===== config.mk =====
export PLATFORM = sky130hd
export DESIGN_NAME = byte_window_bridge
export DESIGN_NICKNAME = d
export VERILOG_FILES = /design/src/rtl/byte_window_bridge.sv
export SDC_FILE = /design/constraint.sdc
export NUM_CORES = 1
export LEC_CHECK = 0
export BUFFER_PORTS_ARGS = -buffer_cell sky130_fd_sc_hd__buf_2
export CORE_MARGIN = 8
export CORE_UTILIZATION = 39
export CTS_BUF_LIST = sky130_fd_sc_hd__clkbuf_8
export CTS_CLUSTER_SIZE = 8
export DETAILED_ROUTE_END_ITERATION = 12
export GPL_TIMING_DRIVEN = 1
export PLACE_DENSITY = 0.77
export SYNTH_ARGS = -nofsm -noshare
export SYNTH_HDL_FRONTEND = slang
export SYNTH_SLANG_ARGS = --single-unit

===== constraint.sdc =====
create_clock -name clk -period 1.4 [get_ports clk]
set_clock_uncertainty 0.2 [all_clocks]
set_input_delay 0.14 -clock clk [delete_from_list [all_inputs] [get_ports clk]]
set_output_delay 0.14 -clock clk [all_outputs]
set_load 0.02 [all_outputs]

===== src/rtl/byte_window_bridge.sv =====
module byte_window_bridge #(
  parameter int RD_LAT = 4
) (
  input  logic        clk,
  input  logic        rst_n,
  input  logic        host_wr,
  input  logic [31:0] host_wdata,
  output logic [31:0] host_rdata,
  output logic        reg_wr,
  output logic        reg_rd,
  output logic [7:0]  reg_addr,
  output logic [7:0]  reg_wdata,
  input  logic [7:0]  reg_rdata
);
  localparam int CW = $clog2(RD_LAT + 1);

  logic [7:0]    addr_q, wdat_q, rbyte_q;
  logic          busy_q, err_q, wr_q, rd_q;
  logic [CW-1:0] cnt_q;

  wire take = host_wr & ~busy_q;
  wire unused_bits = ^{host_wdata[31:23], host_wdata[21:17]};

  always_ff @(posedge clk or negedge rst_n) begin
    if (!rst_n) begin
      addr_q  <= '0;
      wdat_q  <= '0;
      rbyte_q <= '0;
      busy_q  <= 1'b0;
      err_q   <= 1'b0;
      wr_q    <= 1'b0;
      rd_q    <= 1'b0;
      cnt_q   <= '0;
    end else begin
      wr_q <= 1'b0;
      rd_q <= 1'b0;
      if (busy_q) begin
        if (host_wr) err_q <= 1'b1;
        if (cnt_q == CW'(1)) begin
          busy_q  <= 1'b0;
          rbyte_q <= reg_rdata;
        end
        cnt_q <= cnt_q - CW'(1);
      end else if (take) begin
        addr_q <= host_wdata[7:0];
        wdat_q <= host_wdata[15:8];
        if (host_wdata[22]) err_q <= 1'b0;
        if (host_wdata[16]) begin
          wr_q <= 1'b1;
        end else begin
          rd_q   <= 1'b1;
          busy_q <= 1'b1;
          cnt_q  <= CW'(RD_LAT);
        end
      end
    end
  end

  assign host_rdata = {rbyte_q, busy_q, err_q, 6'b0, wdat_q, addr_q};
  assign reg_wr    = wr_q;
  assign reg_rd    = rd_q;
  assign reg_addr  = addr_q;
  assign reg_wdata = wdat_q;
endmodule



After elaboration in Yosys (flattened, before gate mapping)
Cells that the tools add are included.

storage, ports and cells
  register bits after elaboration = 31
  word-level logic and storage cells = 35

cells by class
  add/sub/neg operators = 1
  equal/unequal tests = 3
  mux-type cells = 15
  bitwise logic cells = 2
  reductions and logical operators = 6

operator list
  cell                                                    number
  2-to-1 mux 1 bit                                        12
  2-to-1 mux 3 bit                                        3
  AND reduction 2 bit                                     3
  nonzero test 2 bit                                      2
  == test 3 x 1 -> 1 bit (second input constant)          1
  AND reduction 3 bit                                     1
  subtractor 3 x 1 -> 3 bit (second input constant)       1
  inequality test 2 x 1 -> 1 bit (second input constant)  1
  inequality test 2 bit (second input constant)           1
  bitwise AND 1 bit                                       1
  NOT 1 bit                                               1

Depth between registers and ports, before layout
  depth in word-level cells = 4
  gate-level depth with buffers = 5
  mapped depth without buffers = 4

Worst setup path before layout
No wires, ideal clock.

  path kind = reg-to-reg
  from = reg busy_q
  to = reg addr_q[0], in the netlist reg_addr[0]
  setup time = 125 ps
  arrival = 1151 ps
  required time = 1075 ps
  slack = -76 ps
  cell stages (with the launch flop) = 6
  path buffers = 3
  period minus slack after synthesis = 1476 ps
  cells stage by stage = dfrtp_1 > buf_6 > nor2b_4 > buf_6 > buf_12 > mux2_4

between the ends
  longest elaborated chain between the ends = 3

RTL lines
  element                                   line  RTL
  from (decl)                               18    logic busy_q, err_q, wr_q, rd_q;
  from (signal assigned)                    29    busy_q <= 1'b0;
  from (signal assigned)                    40    busy_q <= 1'b0;
  from (signal assigned)                    52    busy_q <= 1'b1;
  NOT 1 bit (no source line) (*)            --
  bitwise AND 1 bit                         21    wire take = host_wr & ~busy_q;
  AND reduction 2 bit (no source line) (*)  --
  to (signal assigned)                      45    addr_q <= host_wdata[7:0];
  to (decl)                                 17    logic [7:0] addr_q, wdat_q, rbyte_q;

Mark *: on every way between the ends. The rest lies on a longest branch, timed or not.
A chain may end at the register's enable or synchronous reset.

Worst setup path in the final report
  from = reg busy_q
  to = reg addr_q[4], in the netlist reg_addr[4]

The elaborated chain is that of the path after synthesis.

==> reports/qor.txt <==
Status: complete, but fails checks
Failing checks: setup timing
Initial Utilization: 40.36%
FF-to-FF End: reg_addr[4]$_DFFE_PN0P_
Clock sink count: 31
Largest net degree at the start of global routing: 32
Final setup viols: 10
Min-delay src: host_wr
#FFs+latches synth: 31
CP Class: reg2reg
Critical Path RT: 1360 ps
Synth-to-Final Area Change: 52.99%
Die height: 77.32 um
Post-synthesis async set-or-reset flop share: 100.0%
Total power: 5238 uW
DR top layer: met4
Diode count: 0
DP Cell Count: 210
PwrDens: 2335 nW/um2
Hold_ws: 145.5 ps
Via-per-instance ratio: 4.315
Hold EP: cnt_q[2]$_DFFE_PN0P_
Max-Cap Viols: 0
Met3 Wirelength: 293 um
Post-synth EDFFs: 0
CTS tree: built
Area share of the leading cell type in the synthesized netlist: 52.90%
RSZ-0062 raised after global routing: yes
Final worst slack: -10.76 ps
Library cells used by synthesis: 22
# nets final: 244
Cell accounting for the most synthesized area: dfrtp_1
Sequential fraction of the synthesis area: 52.90%
Worst-Skew Late Latency: 280 ps
Synth Instances: 104
Reg2Reg Setup Slack: -10 ps
Endpoint class of the critical path: register
Initial DRC count: 68
Vias in the first global route: 1,181
Switching Power: 2107 uW
Prevailing post-synth register cell: dfrtp_1
Core ar.: 3633 um2
Mapped Area: 1466 um2
Gr ovfl total: 0
Die area: 5978 um2
Slew Limit Fails: 0
WL per Instance: 15.12 um
Syn_area_per_cell: 14.10 um2
Register-to-Register Path Depth: 3
Crit path launch type: register
DRT antenna net count: 0
Synth area leaders: dfrtp_1 (53%), mux2_2 (13%), buf_4 (12%)
Clock Pin Slew Worst Setup and Hold Paths: 60 ps
First-pass GRT wire length: 6003 um
Part of the power in registers: 31.0%
Post-route clock period utilization: 100.8%
Initial antenna violation count: 0
Total number of vias: 1,070
DRC viols: 0
Clk Tree Root Cell: clkbuf_8
VDD IR-drop max: 0.8361 mV
Share of cells above drive strength 1: 61.50%
H-tree levels: 2
Core Rows: 22
CTS buffer count: 5
CP Data Arrival Time: 1370 ps
Post-synth top cells: dfrtp_1 (31), buf_4 (24), mux2_2 (17)
FMAX: 0.7088 GHz
Final non-filler cell total: 248
Worst min-delay path category: in2reg
CP Max Fanout: 10
Die X: 77.32 um
Iteration count of the initial detailed-routing pass: 4
Final-layout fill cell count: 276
Met2 wire length: 1965 um
Yosys warning total: 0
DP HPWL: 2326 um
Hold Vio Cnt, Final: 0
Final WL: 3750 um
IO Count: 93
Total GRT Usage: 12.60%
Most frequent cell after synthesis: dfrtp_1
Port bufs: 72
Period minus WS final: 1411 ps
Cells on Worst Hold Path: 3
Placer Congestion: 0.6643
Leakage: 0.001141 uW
Int Pwr: 3131 uW
CTS Buffer Depth: 2
M1 WL: 1417 um
Comb pwr share: 54.9%
Switch share: 40.23%
FF-to-FF Start: busy_q$_DFF_PN0_
Clock group share of total power: 14.2%
==> cell type report <==
class	count	area [um2]	area share, %
well taps	48	60.06	2.677
flip-flops and latches	31	777.0	34.63
inverters	2	7.507	0.3346
clock inverters	1	3.754	0.1673
repair buffers	110	747.0	33.30
multi-input cells	49	551.8	24.60
clock buffers	7	96.34	4.294
==> power by group through the flow <==
stage / logic (uW) / clock network [uW] / registers (uW)
after floorplan: 1560 / 0 / 2050
after global placement: 2540 / 0 / 1580
after detailed placement: 2560 / 0 / 1600
after CTS: 2740 / 770 / 1590
after global routing: 3060 / 810 / 1670
final: 2870 / 742 / 1620
==> critical path, cell delays in order (launching register included) <==
cell and delay [ps]:
dfrtp_2 440, nor2b_4 180, buf_12 160, mux2_4 300
==> registers in the layout (all words and copies together), names as in the netlist <==
register / flops
rbyte_q: 8
reg_addr: 8
reg_wdata: 8
cnt_q: 3
busy_q: 1
err_q: 1
reg_rd: 1
reg_wr: 1
==> cell usage in the layout, fill, tap and decap left out, types with 6 or more instances in the layout <==
master and n:
buf_2 71, dfrtp_1 30, dlygate4sd3_1 28, mux2_4 17
mux2_2 8, buf_4 8, clkbuf_8 7, conb_1 6
==> worst max-delay path by stage <==
stage	slack, ps	from	cells past startpoint	endpoint
6_report	-10	busy_q$_DFF_PN0_	3	reg_addr[4]$_DFFE_PN0P_
5_1_grt	-40	busy_q$_DFF_PN0_	3	reg_addr[4]$_DFFE_PN0P_
4_1_cts	-10	busy_q$_DFF_PN0_	3	reg_wdata[1]$_DFFE_PN0P_
3_5_place_dp	-110	cnt_q[0]$_DFFE_PN0P_	3	rbyte_q[0]$_DFFE_PN0P_
3_3_place_gp	-90	cnt_q[0]$_DFFE_PN0P_	3	rbyte_q[1]$_DFFE_PN0P_
2_1_floorplan	-80	busy_q$_DFF_PN0_	5	reg_addr[0]$_DFFE_PN0P_
==> routing by layer <==
layer | vias up | global-route usage [%]
met1 | 512 | 12.09
met5 | - | 0
met2 | 46 | 22.33
li1 | 506 | -
met4 | 0 | 6.792
met3 | 6 | 5.361
==> through the flow <==
| stage | area (um2) | setup WS [ps] | utilization, % | TNS, ps |
|---|---|---|---|---|
| 2_1_floorplan | 1485 | -75.90 | - | -842.4 |
| 3_3_place_gp | 1768 | -89.51 | 48.66 | -836.9 |
| 3_5_place_dp | 1768 | -107.0 | 48.66 | -1068 |
| 4_1_cts | 2191 | -13.88 | 60.30 | -116.2 |
| 5_1_grt | 2243 | -38.14 | 61.74 | -699.6 |
| 6_report | 2243 | -10.76 | 61.74 | -25.89 |
==> logic make-up after synthesis <==
logic type	count (synthesis)	synth area share, %
and+or+nand+nor	11	5.546
AOI/OAI and AO/OA	4	2.048
xor gates and xnor gates	1	0.5974
muxes	25	21.25
DFF	31	52.90
other	1	0.2557
adders and majority gates	2	1.706
buffers and inverters	29	15.70
==> repair_timing <==
item,CTS,global route
endpoints found under the setup margin,25,27
setup buffers,2,0
endpoints found under the hold margin,58,0
hold buffers,28,0
pin swaps,1,2
resized for setup,7,12
Power figures use the tool's default switching activity.
